[src/rtl/sched_pkg.sv]
package sched_pkg;

  localparam int WORD_W = 32;

  typedef struct packed {
    logic shiftEn;
    logic selLoad;
  } schedCtrl_t;

  function automatic logic [WORD_W-1:0] smallSigma0(input logic [WORD_W-1:0] x);
    return {x[6:0], x[31:7]} ^ {x[17:0], x[31:18]} ^ (x >> 3);
  endfunction

  function automatic logic [WORD_W-1:0] smallSigma1(input logic [WORD_W-1:0] x);
    return {x[16:0], x[31:17]} ^ {x[18:0], x[31:19]} ^ (x >> 10);
  endfunction

endpackage

[src/rtl/sched_ctrl.sv]
module sched_ctrl
  import sched_pkg::*;
#(
  parameter int ROUNDS     = 64,
  parameter int LOAD_WORDS = 16,
  localparam int IDX_W     = $clog2(ROUNDS)
) (
  input  logic             clk,
  input  logic             rstN,
  input  logic             blockStart,
  input  logic             stepEn,
  output schedCtrl_t       ctrl,
  output logic [IDX_W-1:0] curIdx
);

  localparam logic [IDX_W-1:0] LAST_IDX = IDX_W'(ROUNDS - 1);
  localparam logic [IDX_W-1:0] ONE_IDX  = IDX_W'(1);

  logic [IDX_W-1:0] idxQ;
  logic [IDX_W-1:0] idxNext;

  always_comb begin
    curIdx       = blockStart ? '0 : idxQ;
    idxNext      = (curIdx == LAST_IDX) ? '0 : curIdx + ONE_IDX;
    ctrl.shiftEn = stepEn;
    ctrl.selLoad = (int'(curIdx) < LOAD_WORDS);
  end

  always_ff @(posedge clk or negedge rstN) begin
    if (!rstN)       idxQ <= '0;
    else if (stepEn) idxQ <= idxNext;
    else if (blockStart) idxQ <= '0;
  end

  AST_IDX_STEP: assert property (@(posedge clk) disable iff (!rstN)
    (stepEn && curIdx != LAST_IDX) |=> idxQ == $past(curIdx) + ONE_IDX);
  AST_IDX_WRAP: assert property (@(posedge clk) disable iff (!rstN)
    (stepEn && curIdx == LAST_IDX) |=> idxQ == '0);
  AST_IDX_HOLD: assert property (@(posedge clk) disable iff (!rstN)
    (!stepEn && !blockStart) |=> $stable(idxQ));
  AST_START_ZERO: assert property (@(posedge clk) disable iff (!rstN)
    (blockStart && !stepEn) |=> idxQ == '0);

endmodule

[src/rtl/sched_datapath.sv]
module sched_datapath
  import sched_pkg::*;
#(
  parameter int LOAD_WORDS = 16
) (
  input  logic              clk,
  input  logic              rstN,
  input  schedCtrl_t        ctrl,
  input  logic [WORD_W-1:0] wordIn,
  output logic [WORD_W-1:0] wCur
);

  localparam int TAP_M16 = 0;
  localparam int TAP_M15 = 1;
  localparam int TAP_M7  = LOAD_WORDS - 7;
  localparam int TAP_M2  = LOAD_WORDS - 2;
  localparam int TAIL    = LOAD_WORDS - 1;

  logic [WORD_W-1:0] win [LOAD_WORDS];
  logic [WORD_W-1:0] expanded;

  always_comb begin
    expanded = win[TAP_M16] + smallSigma0(win[TAP_M15])
             + win[TAP_M7]  + smallSigma1(win[TAP_M2]);
    wCur     = ctrl.selLoad ? wordIn : expanded;
  end

  for (genvar i = 0; i < LOAD_WORDS; i++) begin : g_stage
    if (i == TAIL) begin : g_tail
      always_ff @(posedge clk or negedge rstN) begin
        if (!rstN)             win[i] <= '0;
        else if (ctrl.shiftEn) win[i] <= wCur;
      end
    end else begin : g_body
      always_ff @(posedge clk or negedge rstN) begin
        if (!rstN)             win[i] <= '0;
        else if (ctrl.shiftEn) win[i] <= win[i+1];
      end
    end
  end

  AST_TAIL_ENTRY: assert property (@(posedge clk) disable iff (!rstN)
    ctrl.shiftEn |=> win[TAIL] == $past(wCur));
  AST_OLDEST_DROP: assert property (@(posedge clk) disable iff (!rstN)
    ctrl.shiftEn |=> win[TAP_M16] == $past(win[TAP_M15]));
  AST_WIN_HOLD: assert property (@(posedge clk) disable iff (!rstN)
    !ctrl.shiftEn |=> ($stable(win[TAP_M16]) && $stable(win[TAIL])));

endmodule

[src/rtl/msg_schedule.sv]
module msg_schedule
  import sched_pkg::*;
#(
  parameter int ROUNDS     = 64,
  parameter int LOAD_WORDS = 16,
  localparam int IDX_W     = $clog2(ROUNDS)
) (
  input  logic             clk,
  input  logic             rstN,
  input  logic             blockStart,
  input  logic             stepEn,
  input  logic [31:0]      wordIn,
  output logic [IDX_W-1:0] roundIdx,
  output logic [31:0]      wOut
);

  schedCtrl_t ctrl;

  sched_ctrl #(
    .ROUNDS     (ROUNDS),
    .LOAD_WORDS (LOAD_WORDS)
  ) u_ctrl (
    .clk        (clk),
    .rstN       (rstN),
    .blockStart (blockStart),
    .stepEn     (stepEn),
    .ctrl       (ctrl),
    .curIdx     (roundIdx)
  );

  sched_datapath #(
    .LOAD_WORDS (LOAD_WORDS)
  ) u_dp (
    .clk    (clk),
    .rstN   (rstN),
    .ctrl   (ctrl),
    .wordIn (wordIn),
    .wCur   (wOut)
  );

  AST_LOAD_PASS: assert property (@(posedge clk) disable iff (!rstN)
    (int'(roundIdx) < LOAD_WORDS) |-> wOut == wordIn);
  AST_START_IDX: assert property (@(posedge clk) disable iff (!rstN)
    blockStart |-> roundIdx == '0);

endmodule

[config.mk]
export PLATFORM = sky130hd
export DESIGN_NAME = msg_schedule
export DESIGN_NICKNAME = d
export VERILOG_FILES = /design/src/rtl/sched_pkg.sv /design/src/rtl/sched_ctrl.sv /design/src/rtl/sched_datapath.sv /design/src/rtl/msg_schedule.sv
export SDC_FILE = /design/constraint.sdc
export NUM_CORES = 1
export LEC_CHECK = 0
export ABC_CLOCK_PERIOD_IN_PS = 5700
export BUFFER_PORTS_ARGS = -buffer_cell sky130_fd_sc_hd__buf_2
export CAP_MARGIN = 20
export CORE_AREA = 2 2 183 229
export CTS_BUF_LIST = sky130_fd_sc_hd__clkbuf_8
export DETAILED_ROUTE_END_ITERATION = 10
export DIE_AREA = 0 0 185 231
export GPL_ROUTABILITY_DRIVEN = 0
export MAX_ROUTING_LAYER = met4
export PLACE_DENSITY = 0.8
export SYNTH_ARGS = -nofsm -noshare
export SYNTH_HDL_FRONTEND = slang
export SYNTH_HIERARCHICAL = 1
export SYNTH_SLANG_ARGS = --single-unit
[constraint.sdc]
create_clock -name clk -period 5.7 [get_ports clk]
set_input_delay 1.14 -clock clk [delete_from_list [all_inputs] [get_ports clk]]
set_output_delay 1.14 -clock clk [all_outputs]
set_load 0.03 [all_outputs]
==> results by group <==
Run status
  • Status: finished with violations
  • Failing checks: negative setup slack

Critical path
  • Required time of the critical path: 4560 ps
  • CP max stage delay: 520 ps
  • Worst-path maximum fanout: 8
  • WS Path Type: reg -> out
  • Slowest-stage cell, CP: fa_1
  • Worst Setup SP: u_dp/win[470]
  • Critical-path cell list: buf_4, xnor2_1, xnor2_1, fa_1, fa_1, ha_1, a21oi_1, o21bai_1, nor3_1, o2111a_2, nor3_1, or3b_4, nand2_2, buf_6
  • Critical Path Source Type: flip-flop
  • Setup slack, reg-to-reg: 1420 ps
  • Arr. time, crit path: 4740 ps
  • R2R depth: 16
  • RR Endpoint: u_dp/win[30]
  • Setup crit end kind: output port
  • CP endpoint: wOut[23]
  • RR Startpoint: u_dp/win[468]

Detailed routing
  • Routed wire length: 52600 µm
  • Vias per Instance: 5.74
  • Routed Antenna Nets: 0
  • DR vias: 14465
  • Initial DRC Count: 1270
  • 1st-pass router iterations: 5
  • Wire per inst: 20.9 µm
  • Drt drc: 0

Timing
  • Clk_skew: 50.2 ps
  • Final Max Tran Viols: 0
  • Worst-Margin Slew: 1130 ps
  • Fmax: 170 MHz
  • Post-layout min period: 5880 ps
  • Final hold vios: 0
  • Final setup violation count: 10
  • Period utilization: 103%
  • Final Worst Setup Slack: -181 ps
  • RSZ-0062 raised after global routing: yes
  • Rel. slew slack: 24.7%
  • Setup_tns: -1070 ps

Placement
  • Placement Setup Slack: 179 ps
  • PortBufs: 73
  • Dpl hpwl: 34300 µm

Worst hold path
  • Worst hold path type: reg -> reg

GRT
  • Largest net degree at the start of global routing: 159
  • Congestion Overflow GR: 0
  • Total GRT Usage: 25.4%
  • Initial antenna violation count: 2
  • First-pass GRT wire length: 81300 µm
  • Vias in the first global route: 14906

Flow run
  • Max-Cap Viols: 0

Clock network
  • Reg clk slew, reported paths: 60 ps
  • Max Root-Sink Buffers: 3
  • Hold bufs inserted after CTS: 0
  • Clk Latency, worst-skew pair: 660 ps
  • CTS tree: done
  • Root buffer cell: clkbuf_8
  • Clock sink count: 518
  • Total CTS buffers: 77
  • H-tree depth: 3

Finish
  • Final #Nets: 2040
  • Share of cells above drive strength 1: 45.3%
  • Area growth, synth to finish: 16.0%

Synthesis
  • Main synth FF type: dfrtp_1
  • Mapped Nets: 1902
  • Post-synthesis async set-or-reset flop share: 100%
  • Synth warnings: 6
  • Synth Register Bits: 518
  • Most common cell in the synthesized netlist: dfrtp_1
  • EDFF count, synth: 0
  • Netlist Area Pre-Place: 0.0240 mm²
  • Netlist cell types: 61
  • Post-Syn Instances: 1772
  • Synth area leaders: dfrtp_1 (54%), mux2_2 (23%), fa_1 (5.2%), xnor2_1 (3.8%), ha_1 (1.7%)
  • Yosys top cell by area: dfrtp_1
  • Seq/Total Area, Yosys: 53.9%
  • Avg Cell Area, Syn: 13.6 µm²
  • Top cell type's share of synthesized area: 53.9%
  • Synth top cells by count: dfrtp_1 (518), mux2_2 (493), xnor2_1 (105)

Floorplanning
  • CORE AREA: 0.0407 mm²
  • Initial Utilization: 59.1%
  • Chip Height: 231 µm
  • DIE AREA: 0.0427 mm²
  • Site Rows: 83
  • Die Width: 185 µm
  • Boundary pin count: 74
[critical path, delay by kind of cell, from the launching register on]
family / cells / cell delay, ps
xor+xnor: 2 / 400
fa+ha+maj: 3 / 1400
buf+inv: 2 / 280
flops: 1 / 490
simple gates: 4 / 860
compound gates: 3 / 680
[flip-flops by register name (all words and copies together) (netlist names)]
register and flops:
u_dp/win 512, u_ctrl/idxQ 6
[layer usage]
metal / track usage, % / part of all wire [%]
met3: 4.80 / 5.3
met1: 31.4 / 41
met5: - / 0
met2: 40.1 / 48
met4: 13.0 / 5.7
[area by class of cell]
cell class	count	area, µm²
clock inverters	39	285
diodes	1	2.50
clock buffers	98	1350
repair buffers	143	1070
inverters	91	342
well taps	552	691
fillers	2622	12800
flip-flops and latches	518	13000
multi-input cells	1079	11200
[cell usage in the layout, fill, tap and decap left out, drive strengths merged, types with 4 or more instances in the layout]
| cell | synthesis | final |
|---|---|---|
| and2b | 5 | 5 |
| xnor2 | 105 | 105 |
| nand4 | 12 | 12 |
| a21o | 13 | 13 |
| clkinv | 0 | 9 |
| bufinv | 0 | 4 |
| o21bai | 7 | 7 |
| o21ai | 54 | 54 |
| o31ai | 5 | 5 |
| a21oi | 35 | 35 |
| a211oi | 6 | 6 |
| nand3 | 13 | 13 |
| clkbuf | 65 | 98 |
| a31o | 4 | 4 |
| nand2b | 5 | 5 |
| nor2 | 44 | 44 |
| nor3 | 7 | 7 |
| mux2 | 494 | 494 |
| xor2 | 40 | 40 |
| fa | 62 | 62 |
| mux2i | 5 | 5 |
| o211ai | 5 | 5 |
| a31oi | 9 | 9 |
| dfrtp | 518 | 518 |
| nor2b | 10 | 10 |
| ha | 32 | 32 |
| buf | 19 | 143 |
| nand2 | 73 | 73 |
| inv | 91 | 115 |
[how the worst min path moves through the flow]
stage,from,endpoint,slack [ps],depth (start not counted)
floorplan,u_ctrl/idxQ[5],u_ctrl/idxQ[3],440,1
global placement,u_ctrl/idxQ[5],u_ctrl/idxQ[3],460,1
detailed placement,u_dp/win[190],u_dp/win[222],470,2
CTS,u_dp/win[144],u_dp/win[176],480,1
global route,u_dp/win[409],u_dp/win[441],510,1
finish,u_dp/win[144],u_dp/win[176],480,1
[cells by family (layout without fill, tap and decap cells)]
group | Yosys count | after routing | synth area share [%]
mux | 499 | 499 | 23.3
other cells | 0 | 1 | 0
compound gates | 157 | 157 | 4.25
simple gates | 184 | 184 | 3.60
flops | 518 | 518 | 53.9
buf+inv | 175 | 371 | 2.78
xor+xnor | 145 | 145 | 5.28
fa+ha+maj | 94 | 94 | 6.83
[repair_timing]
action | in CTS | in global routing
pin swaps | 28 | 28
gates cloned | 0 | 0
buffers inserted | 28 | 18
endpoints found under the setup margin | 25 | 25
resized for setup | 91 | 105
[through the flow]
| step | std cells | hold WS [ps] | utilization, % | area (µm²) |
|---|---|---|---|---|
| floorplan | 1772 | 445 | - | 24000 |
| global placement | 2338 | 463 | 61.6 | 25100 |
| detailed placement | 2338 | 469 | 61.6 | 25100 |
| CTS | 2503 | 478 | 67.0 | 27300 |
| global route | 2521 | 508 | 68.5 | 27900 |
| finish | 2521 | 483 | 68.5 | 27900 |
Power is not shown: default switching activity piles up to over one toggle a cycle in this logic, so the estimate is an artifact.
